**config.mk**
```make
export PLATFORM = sky130hd
export DESIGN_NAME = dma_chan_cfg
export DESIGN_NICKNAME = d
export VERILOG_FILES = /design/src/rtl/dma_cfg_pkg.sv /design/src/rtl/dma_cfg_align_chk.sv /design/src/rtl/dma_cfg_legal.sv /design/src/rtl/dma_cfg_regs.sv /design/src/rtl/dma_cfg_ctrl.sv /design/src/rtl/dma_chan_cfg.sv
export SDC_FILE = /design/constraint.sdc
export NUM_CORES = 1
export LEC_CHECK = 0
export ABC_AREA = 1
export ABC_CLOCK_PERIOD_IN_PS = 1190
export BUFFER_PORTS_ARGS = -buffer_cell sky130_fd_sc_hd__clkbuf_2
export CAP_MARGIN = 20
export CORE_AREA = 3 3 117 119
export CTS_BUF_LIST = sky130_fd_sc_hd__clkbuf_8
export DETAILED_ROUTE_END_ITERATION = 6
export DIE_AREA = 0 0 120 122
export GPL_TIMING_DRIVEN = 0
export PLACE_DENSITY_LB_ADDON = 0.15
export SLEW_MARGIN = 30
export SYNTH_ARGS = -nofsm -noshare
export SYNTH_HDL_FRONTEND = slang
export SYNTH_SLANG_ARGS = --single-unit
```
**constraint.sdc**
```tcl
create_clock -name clk_i -period 1.19 [get_ports clk_i]
set_input_delay 0.238 -clock clk_i [delete_from_list [all_inputs] [get_ports clk_i]]
set_output_delay 0.238 -clock clk_i [all_outputs]
set_load 0.02 [all_outputs]
```
**src/rtl/dma_cfg_pkg.sv**
```systemverilog
package dma_cfg_pkg;
  localparam int REG_AW = 3;
  localparam int BL_W   = 6;

  localparam logic [REG_AW-1:0] REG_CTRL  = 3'd0;
  localparam logic [REG_AW-1:0] REG_CFG   = 3'd1;
  localparam logic [REG_AW-1:0] REG_BLK   = 3'd2;
  localparam logic [REG_AW-1:0] REG_SADDR = 3'd3;
  localparam logic [REG_AW-1:0] REG_DADDR = 3'd4;
  localparam logic [REG_AW-1:0] REG_DOFS  = 3'd5;

  typedef enum logic [1:0] {
    W_BYTE = 2'd0,
    W_HALF = 2'd1,
    W_WORD = 2'd2,
    W_BAD  = 2'd3
  } width_e;

  typedef struct packed {
    logic [BL_W-1:0] dst_bl;
    logic [BL_W-1:0] src_bl;
    logic            dst_sec;
    logic            src_sec;
    logic            dst_port;
    logic            src_port;
    logic            dst_inc;
    logic            src_inc;
    width_e          dst_w;
    width_e          src_w;
  } xfer_cfg_t;

  localparam int CFG_W = $bits(xfer_cfg_t);
endpackage

```
**src/rtl/dma_cfg_align_chk.sv**
```systemverilog
module dma_cfg_align_chk
  import dma_cfg_pkg::*;
(
  input  logic [2:0] low_i,
  input  width_e     w_i,
  output logic       ok_o
);
  logic [2:0] mask;

  always_comb begin
    unique case (w_i)
      W_BYTE:  mask = 3'b000;
      W_HALF:  mask = 3'b001;
      W_WORD:  mask = 3'b011;
      default: mask = 3'b111;
    endcase
    ok_o = (w_i != W_BAD) && ((low_i & mask) == 3'b000);
  end
endmodule

```
**src/rtl/dma_cfg_legal.sv**
```systemverilog
module dma_cfg_legal
  import dma_cfg_pkg::*;
(
  input  width_e     src_w_i,
  input  width_e     dst_w_i,
  input  logic [2:0] blk_low_i,
  input  logic [2:0] saddr_low_i,
  input  logic [2:0] daddr_low_i,
  input  logic [2:0] dofs_low_i,
  output logic       legal_o
);
  localparam int N_CHK = 4;

  logic [2:0] chk_low [N_CHK];
  width_e     chk_w   [N_CHK];
  logic [N_CHK-1:0] chk_ok;

  // count and source address follow source width; destination pair follows destination width
  always_comb begin
    chk_low[0] = blk_low_i;   chk_w[0] = src_w_i;
    chk_low[1] = saddr_low_i; chk_w[1] = src_w_i;
    chk_low[2] = daddr_low_i; chk_w[2] = dst_w_i;
    chk_low[3] = dofs_low_i;  chk_w[3] = dst_w_i;
  end

  for (genvar g = 0; g < N_CHK; g++) begin : g_chk
    dma_cfg_align_chk u_chk (
      .low_i (chk_low[g]),
      .w_i   (chk_w[g]),
      .ok_o  (chk_ok[g])
    );
  end

  assign legal_o = &chk_ok;
endmodule

```
**src/rtl/dma_cfg_regs.sv**
```systemverilog
module dma_cfg_regs
  import dma_cfg_pkg::*;
#(
  parameter int DATA_W = 32,
  parameter int CNT_W  = 16,
  parameter int OFS_W  = 16
) (
  input  logic              clk_i,
  input  logic              rst_ni,
  input  logic              chan_secure_i,
  input  logic              enable_i,
  input  logic              wr_en_i,
  input  logic [REG_AW-1:0] wr_addr_i,
  input  logic [DATA_W-1:0] wr_data_i,
  input  logic              wr_secure_i,
  output xfer_cfg_t         cfg_o,
  output logic [CNT_W-1:0]  blk_o,
  output logic [DATA_W-1:0] saddr_o,
  output logic [DATA_W-1:0] daddr_o,
  output logic [OFS_W-1:0]  dofs_o
);
  xfer_cfg_t wr_cfg;
  logic      sel_cfg, sec_wr_ok;

  assign wr_cfg    = xfer_cfg_t'(wr_data_i[CFG_W-1:0]);
  assign sel_cfg   = wr_en_i && (wr_addr_i == REG_CFG);
  assign sec_wr_ok = wr_secure_i && chan_secure_i;

  always_ff @(posedge clk_i or negedge rst_ni) begin
    if (!rst_ni) begin
      cfg_o   <= '0;
      blk_o   <= '0;
      saddr_o <= '0;
      daddr_o <= '0;
      dofs_o  <= '0;
    end else begin
      if (sel_cfg) begin
        cfg_o.src_w   <= wr_cfg.src_w;
        cfg_o.dst_w   <= wr_cfg.dst_w;
        cfg_o.src_inc <= wr_cfg.src_inc;
        cfg_o.dst_inc <= wr_cfg.dst_inc;
        cfg_o.src_bl  <= wr_cfg.src_bl;
        cfg_o.dst_bl  <= wr_cfg.dst_bl;
        if (!enable_i) begin
          cfg_o.src_port <= wr_cfg.src_port;
          cfg_o.dst_port <= wr_cfg.dst_port;
        end
        if (sec_wr_ok) begin
          cfg_o.src_sec <= wr_cfg.src_sec;
          cfg_o.dst_sec <= wr_cfg.dst_sec;
        end
      end
      // channel dropped to non-secure: wipe attributes, overrides any write
      if (!chan_secure_i) begin
        cfg_o.src_sec <= 1'b0;
        cfg_o.dst_sec <= 1'b0;
      end
      if (wr_en_i && wr_addr_i == REG_BLK)   blk_o   <= wr_data_i[CNT_W-1:0];
      if (wr_en_i && wr_addr_i == REG_SADDR) saddr_o <= wr_data_i;
      if (wr_en_i && wr_addr_i == REG_DADDR) daddr_o <= wr_data_i;
      if (wr_en_i && wr_addr_i == REG_DOFS)  dofs_o  <= wr_data_i[OFS_W-1:0];
    end
  end
endmodule

```
**src/rtl/dma_cfg_ctrl.sv**
```systemverilog
module dma_cfg_ctrl
  import dma_cfg_pkg::*;
(
  input  logic              clk_i,
  input  logic              rst_ni,
  input  logic              wr_en_i,
  input  logic [REG_AW-1:0] wr_addr_i,
  input  logic [1:0]        wr_bits_i,
  input  logic              legal_i,
  output logic              enable_o,
  output logic              start_o,
  output logic              err_o
);
  logic sel, req, dis, clr;

  assign sel = wr_en_i && (wr_addr_i == REG_CTRL);
  assign req = sel && wr_bits_i[0] && !enable_o;
  assign dis = sel && !wr_bits_i[0];
  assign clr = sel && wr_bits_i[1];

  always_ff @(posedge clk_i or negedge rst_ni) begin
    if (!rst_ni) begin
      enable_o <= 1'b0;
      start_o  <= 1'b0;
      err_o    <= 1'b0;
    end else begin
      start_o <= req && legal_i;
      if (req && legal_i) enable_o <= 1'b1;
      else if (dis)       enable_o <= 1'b0;
      if (req && !legal_i) err_o <= 1'b1;
      else if (clr)        err_o <= 1'b0;
    end
  end
endmodule

```
**src/rtl/dma_chan_cfg.sv**
```systemverilog
module dma_chan_cfg
  import dma_cfg_pkg::*;
#(
  parameter int DATA_W = 32,
  parameter int CNT_W  = 16,
  parameter int OFS_W  = 16
) (
  input  logic              clk_i,
  input  logic              rst_ni,
  input  logic              chan_secure_i,
  input  logic              wr_en_i,
  input  logic [2:0]        wr_addr_i,
  input  logic [DATA_W-1:0] wr_data_i,
  input  logic              wr_secure_i,
  input  logic [2:0]        rd_addr_i,
  input  logic              rd_secure_i,
  output logic [DATA_W-1:0] rd_data_o,
  output logic              enable_o,
  output logic              start_o,
  output logic              err_o,
  output logic [1:0]        src_width_o,
  output logic [1:0]        dst_width_o,
  output logic [3:0]        src_bytes_o,
  output logic [3:0]        dst_bytes_o,
  output logic              src_inc_o,
  output logic              dst_inc_o,
  output logic [6:0]        src_beats_o,
  output logic [6:0]        dst_beats_o,
  output logic              src_port_o,
  output logic              dst_port_o,
  output logic              src_sec_o,
  output logic              dst_sec_o,
  output logic [CNT_W-1:0]  blk_bytes_o,
  output logic [DATA_W-1:0] src_addr_o,
  output logic [DATA_W-1:0] dst_addr_o,
  output logic [OFS_W-1:0]  dst_ofs_o
);
  localparam int BEAT_W = BL_W + 1;

  xfer_cfg_t cfg, cfg_rd;
  logic      legal;

  dma_cfg_regs #(.DATA_W(DATA_W), .CNT_W(CNT_W), .OFS_W(OFS_W)) u_regs (
    .clk_i         (clk_i),
    .rst_ni        (rst_ni),
    .chan_secure_i (chan_secure_i),
    .enable_i      (enable_o),
    .wr_en_i       (wr_en_i),
    .wr_addr_i     (wr_addr_i),
    .wr_data_i     (wr_data_i),
    .wr_secure_i   (wr_secure_i),
    .cfg_o         (cfg),
    .blk_o         (blk_bytes_o),
    .saddr_o       (src_addr_o),
    .daddr_o       (dst_addr_o),
    .dofs_o        (dst_ofs_o)
  );

  dma_cfg_legal u_legal (
    .src_w_i     (cfg.src_w),
    .dst_w_i     (cfg.dst_w),
    .blk_low_i   (blk_bytes_o[2:0]),
    .saddr_low_i (src_addr_o[2:0]),
    .daddr_low_i (dst_addr_o[2:0]),
    .dofs_low_i  (dst_ofs_o[2:0]),
    .legal_o     (legal)
  );

  dma_cfg_ctrl u_ctrl (
    .clk_i     (clk_i),
    .rst_ni    (rst_ni),
    .wr_en_i   (wr_en_i),
    .wr_addr_i (wr_addr_i),
    .wr_bits_i (wr_data_i[1:0]),
    .legal_i   (legal),
    .enable_o  (enable_o),
    .start_o   (start_o),
    .err_o     (err_o)
  );

  // security bits hidden unless both access and channel are secure
  always_comb begin
    cfg_rd = cfg;
    if (!(rd_secure_i && chan_secure_i)) begin
      cfg_rd.src_sec = 1'b0;
      cfg_rd.dst_sec = 1'b0;
    end
  end

  always_comb begin
    unique case (rd_addr_i)
      REG_CTRL:  rd_data_o = DATA_W'({err_o, enable_o});
      REG_CFG:   rd_data_o = DATA_W'(cfg_rd);
      REG_BLK:   rd_data_o = DATA_W'(blk_bytes_o);
      REG_SADDR: rd_data_o = src_addr_o;
      REG_DADDR: rd_data_o = dst_addr_o;
      REG_DOFS:  rd_data_o = DATA_W'(dst_ofs_o);
      default:   rd_data_o = '0;
    endcase
  end

  assign src_width_o = cfg.src_w;
  assign dst_width_o = cfg.dst_w;
  assign src_bytes_o = 4'd1 << cfg.src_w;
  assign dst_bytes_o = 4'd1 << cfg.dst_w;
  assign src_inc_o   = cfg.src_inc;
  assign dst_inc_o   = cfg.dst_inc;
  assign src_beats_o = BEAT_W'(cfg.src_bl) + BEAT_W'(1);
  assign dst_beats_o = BEAT_W'(cfg.dst_bl) + BEAT_W'(1);
  assign src_port_o  = cfg.src_port;
  assign dst_port_o  = cfg.dst_port;
  assign src_sec_o   = cfg.src_sec;
  assign dst_sec_o   = cfg.dst_sec;
endmodule

```
==> flow_metrics.py, run 1 <==
metrics = {
    "synth": {
        "synthesis.nets": 738,
        "netlist.area_leader.share_pct": 53.4,
        "synth_seq_area_share_pct": 53.4,
        "synth_compound_area_share_pct": 14.1,
        "yosysUniqueCellTypes": 26,
        "avgSynthCellArea_sq_um": 8.20,
        "synth_top_family_by_area": "simple AND/OR/NAND/NOR gates",
        "synth-adder-area-share_pct": 0.441,
        "synth.area.top_cells": "dfrtp_1 (53%), nand2_1 (13%), o21ai_0 (12%), inv_1 (5.8%), nand4_1 (3.5%)",
        "synth_xor_area_share_pct": 1.24,
        "synth_warnings": 0,
        "synth_area_sq_mm": 0.00567,
        "muxShareOfSynthArea_pct": 0,
        "synth_cells": 692,
        "synth_top_area_cell": "dfrtp_1",
        "synth-seq-cells": 121,
        "synth-simple-area-share_pct": 21.2,
    },
    "timing": {
        "worst_pin_slew_ns": 0.684,
        "setup_slack_ns": -0.632,
        "whs_ns": 0.0250,
        "finalMaxSlewViolations": 0,
        "hold_viol": 0,
        "max_freq_mhz": 549,
        "rsz0062_at_grt": "yes",
        "period_share_pct": 153,
        "setup_viol": 165,
        "finalCriticalPeriod_ns": 1.82,
        "max_slew_margin_pct": 54.4,
        "clock_skew_ns": 0.00596,
    },
    "route": {
        "drt-total-wl_microns": 22800,
        "detail_route.iter0.violations": 618,
        "vias": 6418,
        "drtPass1Iterations": 5,
        "wl_per_cell_microns": 18.9,
        "ant_nets": 0,
        "drcViolationCount": 0,
        "drt-vias-per-instance": 5.32,
    },
    "global_route": {
        "antenna_found_initial": 0,
        "grt_max_degree": 65,
        "grt_use_total_pct": 29.6,
        "grt_first_pass_wirelength_microns": 33200,
        "grt_pass1_vias": 6119,
        "grt.overflow.total": 0,
    },
    "power_and_ir_drop": {
        "p_clk_share_pct": 21.0,
        "comb_power_share_pct": 43.6,
        "p_per_area_mw_per_mm2": 1620,
        "seq_power_share_pct": 35.3,
        "power.leakage_nw": 5.10,
        "p_int_mw": 10.2,
        "vdd_drop_max_mv": 0.899,
        "p_switching_mw": 6.11,
        "p_sw_share_pct": 37.5,
    },
    "min_path": {
        "hp-class": "primary input to flip-flop",
        "hold_path_depth": 3,
    },
    "clock_tree": {
        "numCtsBuffers": 17,
        "clockBufferDepth": 2,
        "htreeDepth": 4,
        "cts_tree": "done",
        "cts_root_buf": "clkbuf_8",
        "worstSkewPairLatency_ns": 0.44,
        "cts.sinks": 121,
        "clkTransAtPathRegs_ns": 0.08,
    },
    "finish": {
        "drive_gt1_share_pct": 44.4,
        "final_cells": 1206,
        "finalInstanceArea_sq_mm": 0.0101,
        "nets": 1067,
        "syn2layout_area_growth_pct": 77.7,
        "n_antenna_cell": 0,
    },
    "worst_setup_path": {
        "endpoint_kind": "primary output",
        "cp_data_arrival_time_ns": 1.58,
        "cp_max_fo": 3,
        "crit_path_start_kind": "flip-flop",
        "reg2regPathDepth": 8,
        "path_class": "flip-flop to primary output",
        "cp_data_required_time_ns": 0.95,
    },
    "floorplanning": {
        "std_cell_rows": 41,
        "start_util_pct": 44.8,
        "coreArea_sq_mm": 0.0127,
        "design.die.area_sq_mm": 0.0146,
        "io_pins": 207,
        "die-width_microns": 120,
        "die_h_microns": 122,
    },
    "placement": {
        "io_buffer_count": 205,
        "globalplace.congestion": 0.883,
        "dp.cells": 1070,
        "placed_area_sq_mm": 0.00720,
        "dp_hpwl_microns": 14100,
    },
    "outcome": {
        "violations": "setup timing",
        "status": "finished with violations",
    },
    "flow_run": {
        "cap_violations": 0,
    },
}
==> path summary, 6_finish.rpt <==
kind | start | endpoint | slack (ns)
hold reg to reg | u_regs.daddr_o[8] | u_regs.daddr_o[8] | 0.52
setup reg to reg | u_regs.cfg_o[3] | u_ctrl.err_o | -0.06
min in group asynchronous | rst_ni | u_regs.daddr_o[20] | 0.32
max in group asynchronous | rst_ni | u_regs.dofs_o[11] | 0.16
hold / removal | wr_data_i[22] | u_regs.saddr_o[22] | 0.02
setup / recovery | u_regs.cfg_o[20] | dst_beats_o[6] | -0.63
==> registers in the layout (all words and copies together), names as in the netlist <==
register	cells
u_regs.cfg_o	22
u_ctrl.enable_o	1
u_regs.saddr_o	32
u_regs.blk_o	16
u_regs.daddr_o	32
u_regs.dofs_o	16
u_ctrl.start_o	1
u_ctrl.err_o	1
==> cell type report <==
type / instances / area [sq um]
plain buffers: 37 / 293
repair buffers: 311 / 3270
multi-input cells: 442 / 2530
clock inverters: 15 / 129
inverters: 91 / 360
clock buffers: 17 / 234
well taps: 172 / 215
fillers: 808 / 2590
flip-flops and latches: 121 / 3050
==> synthesized netlist by cell type <==
| cell type | instances |
|---|---|
| a21oi_1 | 2 |
| a22o_1 | 10 |
| buf_2 | 10 |
| buf_4 | 7 |
| buf_6 | 3 |
| clkbuf_1 | 17 |
| clkbuf_2 | 1 |
| dfrtp_1 | 121 |
| ha_1 | 2 |
| inv_1 | 87 |
| inv_2 | 4 |
| nand2_1 | 198 |
| nand3_1 | 17 |
| nand3_2 | 1 |
| nand3b_1 | 2 |
| nand4_1 | 32 |
| nor2_1 | 24 |
| nor2_2 | 1 |
| nor2_4 | 1 |
| nor3_1 | 2 |
| nor3_4 | 1 |
| nor3b_1 | 2 |
| o211ai_1 | 3 |
| o21ai_0 | 132 |
| o21ai_1 | 4 |
| xor2_1 | 8 |
==> through the flow <==
stage | power, mW | util, % | worst slack (ns) | TNS, ns
global route | 17.0 | 79.5 | -0.695 | -37.88
global placement | 9.73 | 56.5 | -2.24 | -284.68
detailed placement | 9.80 | 56.8 | -0.672 | -46.66
finish | 16.3 | 79.5 | -0.632 | -31.39
CTS | 15.0 | 73.4 | -0.590 | -33.43
floorplan | 8.11 | - | -0.221 | -2.65
==> worst max-delay path, cell delays in order (launching register included) <==
cell        delay (ns)
dfrtp_1           0.42
clkinvlp_4        0.16
buf_4             0.19
nor3b_4           0.21
clkbuf_8          0.17
==> power groups by stage <==
stage	sequential, mW	combinational [mW]	clock, mW
6_report	5.76	7.12	3.43
5_1_grt	5.83	7.57	3.62
4_1_cts	5.68	5.90	3.45
3_5_place_dp	5.77	4.03	0
3_3_place_gp	5.77	3.96	0
2_1_floorplan	6.43	1.68	0
==> logic make-up after synthesis <==
group | count (synthesis)
adder cells (fa/ha/maj) | 2
AND/OR/NAND/NOR | 281
XOR/XNOR | 8
flip-flops | 121
buffers and inverters | 129
AO/OA/AOI/OAI | 151
==> metal layers <==
metal,GRT usage (%),part of all wire (%),vias to the layer above
li1,-,-,2900
met1,38.9,39,3120
met2,48.5,50,345
met3,6.78,8.1,53
met4,9.95,2.7,0
met5,0,0,-
==> cells in the final DEF, fill, tap and decap left out, types with 4 or more instances in the layout <==
cell type,n
nand2_1,177
buf_6,120
o21ai_0,118
dfrtp_1,107
inv_1,73
buf_8,63
clkbuf_2,50
buf_4,43
clkbuf_8,36
nand4_1,32
buf_2,26
o21ai_1,18
clkbuf_1,14
dfrtp_2,14
inv_2,13
nor2_1,13
nand2_2,12
buf_12,9
nand2_4,9
nor2_4,8
nand3_4,7
nand3_1,7
a22o_1,6
clkinv_4,5
nor2_2,5
inv_4,4
a22o_4,4
nand3_2,4
clkinvlp_4,4
xor2_2,4
clkinv_2,4
==> timing repair <==
action	in CTS	in global routing
cloned	1	0
setup endpoints to repair	163	169
hold endpoints to repair	57	0
hold buffers	1	0
buffers inserted	76	42
pin swaps	52	48
gates resized for setup	298	306
Note: power is estimated with default switching activity, not from simulation.
==> inputs of run 2 (changes only) <==
Settings changed: ABC_AREA 1 to unset, CORE_AREA 3 3 117 119 to 3 3 118 120, DIE_AREA 0 0 120 122 to 0 0 121 123.
==> run 2 against run 1 <==
Against the previous run:
- the run still ends with setup timing left
- worst setup slack got worse by 0.053 ns
- clock power shrank 4%
- final area rose by 0.50%
- utilization fell by 2.1 points
- combinational power rose by 12%
- hold slack improved by 0.0061 ns
- synthesized cell count down 32%
- first-iteration DRC count is 60% lower
- critical path type unchanged
- largest cell class is now multi-input combinational cells
==> flow_metrics.py, run 2 <==
metrics = {
    "global_route": {
        "antenna_found_initial": 0,
        "grt_use_total_pct": 27.7,
        "grt_pass1_vias": 5415,
        "grt_first_pass_wirelength_microns": 30800,
        "grt.overflow.total": 0,
        "grt_max_degree": 77,
    },
    "timing": {
        "rsz0062_at_grt": "yes",
        "max_slew_margin_pct": 57.0,
        "finalMaxSlewViolations": 0,
        "clock_skew_ns": 0.0110,
        "setup_viol": 165,
        "max_freq_mhz": 533,
        "whs_ns": 0.0311,
        "worst_pin_slew_ns": 0.645,
        "period_share_pct": 158,
        "finalCriticalPeriod_ns": 1.87,
        "hold_viol": 0,
        "setup_slack_ns": -0.685,
    },
    "power_and_ir_drop": {
        "vdd_drop_max_mv": 1.14,
        "p_per_area_mw_per_mm2": 1710,
        "power.leakage_nw": 4.78,
    },
    "clock_tree": {
        "cts_root_buf": "clkbuf_8",
        "cts.sinks": 121,
        "cts_tree": "done",
        "clkTransAtPathRegs_ns": 0.06,
        "clockBufferDepth": 2,
        "numCtsBuffers": 17,
        "worstSkewPairLatency_ns": 0.45,
        "htreeDepth": 4,
    },
    "synth": {
        "synth_seq_area_share_pct": 52.3,
        "netlist_top_cells_count": "dfrtp_1 (121), mux2_2 (101), nand2_1 (62), mux2i_1 (20)",
        "synth.most_common_cell": "dfrtp_1",
        "synth-adder-area-share_pct": 0.432,
        "synthesis.nets": 518,
        "synth_edf_count": 0,
        "synth_area_sq_mm": 0.00579,
        "synth_top_family_by_area": "multiplexers",
        "synth_compound_area_share_pct": 9.20,
        "netlist.area_leader.share_pct": 52.3,
        "yosysUniqueCellTypes": 42,
        "synth_top_area_cell": "dfrtp_1",
        "synth_xor_area_share_pct": 1.21,
        "synth-simple-area-share_pct": 9.46,
        "synth.area.top_cells": "dfrtp_1 (52%), mux2_2 (20%), nand2_1 (4.0%), mux2i_1 (3.5%), a221oi_1 (1.8%)",
        "synth_ff_type": "dfrtp_1",
        "avgSynthCellArea_sq_um": 12.3,
        "ys_async_sr_fraction_pct": 100,
        "synth_warnings": 0,
        "synth_cells": 472,
        "synth-seq-cells": 121,
        "muxShareOfSynthArea_pct": 23.3,
    },
    "worst_setup_path": {
        "worstSetupStartpoint": "u_regs.cfg_o[0]",
        "r2r-end": "u_ctrl.err_o",
        "timing.rr.start": "u_regs.cfg_o[0]",
        "cp_data_arrival_time_ns": 1.64,
        "crit_path_start_kind": "flip-flop",
        "endpoint": "rd_data_o[0]",
        "cp_max_fo": 2,
        "reg2regPathDepth": 6,
        "r2r_slack_ns": -0.44,
        "cp_data_required_time_ns": 0.95,
        "endpoint_kind": "primary output",
        "path_class": "flip-flop to primary output",
    },
    "min_path": {
        "hp-class": "primary input to flip-flop",
    },
    "placement": {
        "io_buffer_count": 202,
        "dp_hpwl_microns": 12800,
        "globalplace.congestion": 0.821,
        "dp.cells": 851,
    },
    "floorplanning": {
        "coreArea_sq_mm": 0.0131,
        "die-width_microns": 121,
        "start_util_pct": 44.3,
        "die_h_microns": 123,
        "design.die.area_sq_mm": 0.0149,
        "io_pins": 207,
        "std_cell_rows": 42,
    },
    "outcome": {
        "status": "finished with violations",
        "violations": "setup timing",
    },
    "route": {
        "ant_nets": 0,
        "vias": 5242,
        "drt-total-wl_microns": 21700,
        "drcViolationCount": 0,
        "drtPass1Iterations": 6,
        "detail_route.iter0.violations": 248,
        "wl_per_cell_microns": 22.6,
        "drt-vias-per-instance": 5.48,
    },
    "finish": {
        "reg.largest.list": "u_regs.daddr_o (32), u_regs.saddr_o (32), u_regs.cfg_o (22)",
        "drive_gt1_share_pct": 72.3,
        "syn2layout_area_growth_pct": 74.8,
        "nets": 814,
        "n_antenna_cell": 0,
        "final_cell_mix": "buf_6 (103), dfrtp_1 (91), mux2_2 (67)",
        "final_cells": 957,
        "final_common_cell": "buf_6",
    },
    "flow_run": {
        "cap_violations": 0,
    },
}
==> run 2: cell types whose count changed after synthesis, moves of 20 or more <==
cell / before / now
nand4_1: 32 / 0
mux2_2: 0 / 101
nand2_1: 198 / 62
o21ai_0: 132 / 12
mux2i_1: 0 / 20
inv_1: 87 / 5
==> run 2: per-stage QoR <==
stage | util, % | total power, mW | cell area (sq um) | TNS (ns) | worst slack, ns
2_1_floorplan | - | 9.12 | 6380 | -8.26 | -0.145
3_3_place_gp | 58.2 | 10.9 | 7610 | -297.82 | -2.25
3_5_place_dp | 58.4 | 11.0 | 7650 | -56.72 | -0.667
4_1_cts | 72.3 | 16.1 | 9450 | -37.66 | -0.714
5_1_grt | 77.4 | 18.1 | 10100 | -42.53 | -0.738
6_report | 77.4 | 17.3 | 10100 | -34.98 | -0.685
==> run 2: worst min path at each step <==
stage                  start                  to  slack, ns  cells past startpoint
2_1_floorplan         rst_ni     u_ctrl.enable_o      -0.06                      0
3_3_place_gp   wr_data_i[20]    u_regs.cfg_o[20]       0.47                      3
3_5_place_dp          rst_ni  u_regs.daddr_o[20]       0.21                      1
4_1_cts        wr_data_i[21]    u_regs.cfg_o[21]      0.001                      3
5_1_grt        wr_data_i[26]  u_regs.saddr_o[26]       0.02                      2
6_report       chan_secure_i     u_regs.cfg_o[8]       0.03                      3
==> run 2: layer usage <==
layer / part of all wire, % / vias to the layer above / global-route usage (%)
met5: 0 / - / 0
met1: 39 / 2673 / 34.6
li1: - / 2304 / -
met3: 5.7 / 49 / 5.26
met2: 53 / 216 / 48.4
met4: 2.6 / 0 / 9.63
==> run 2: where the power goes <==
| part | switching [mW] | internal (mW) |
|---|---|---|
| clock | 1.60 | 1.70 |
| combinational | 3.59 | 4.35 |
| sequential | 1.06 | 5.05 |
==> run 2: cell type report <==
class / count / area [sq um]
Multi-Input combinational cell: 311 / 3300
Sequential cell: 121 / 3070
Fill cell: 770 / 2960
Timing Repair Buffer: 277 / 2820
Buffer: 35 / 350
Clock buffer: 19 / 262
Tap cell: 176 / 220
Clock inverter: 13 / 88.8
Inverter: 5 / 21.3
==> run 2: logic make-up after synthesis <==
family | count (synthesis)
compound gates | 73
xor+xnor | 8
fa+ha+maj | 2
buf+inv | 40
flops | 121
mux | 122
simple gates | 106
==> run 2: what timing repair did <==
action,in CTS,in global routing
gates cloned,2,0
pin swaps,18,14
hold buffers,1,0
endpoints found under the hold margin,45,0
setup buffers,51,30
endpoints found under the setup margin,168,183
resized for setup,244,272
==> run 2: worst max-delay path: stages, from the launching register on <==
cell,delay (ns)
dfrtp_2,0.41
mux2_4,0.27
a22oi_2,0.18
o221ai_2,0.15
clkbuf_8,0.19
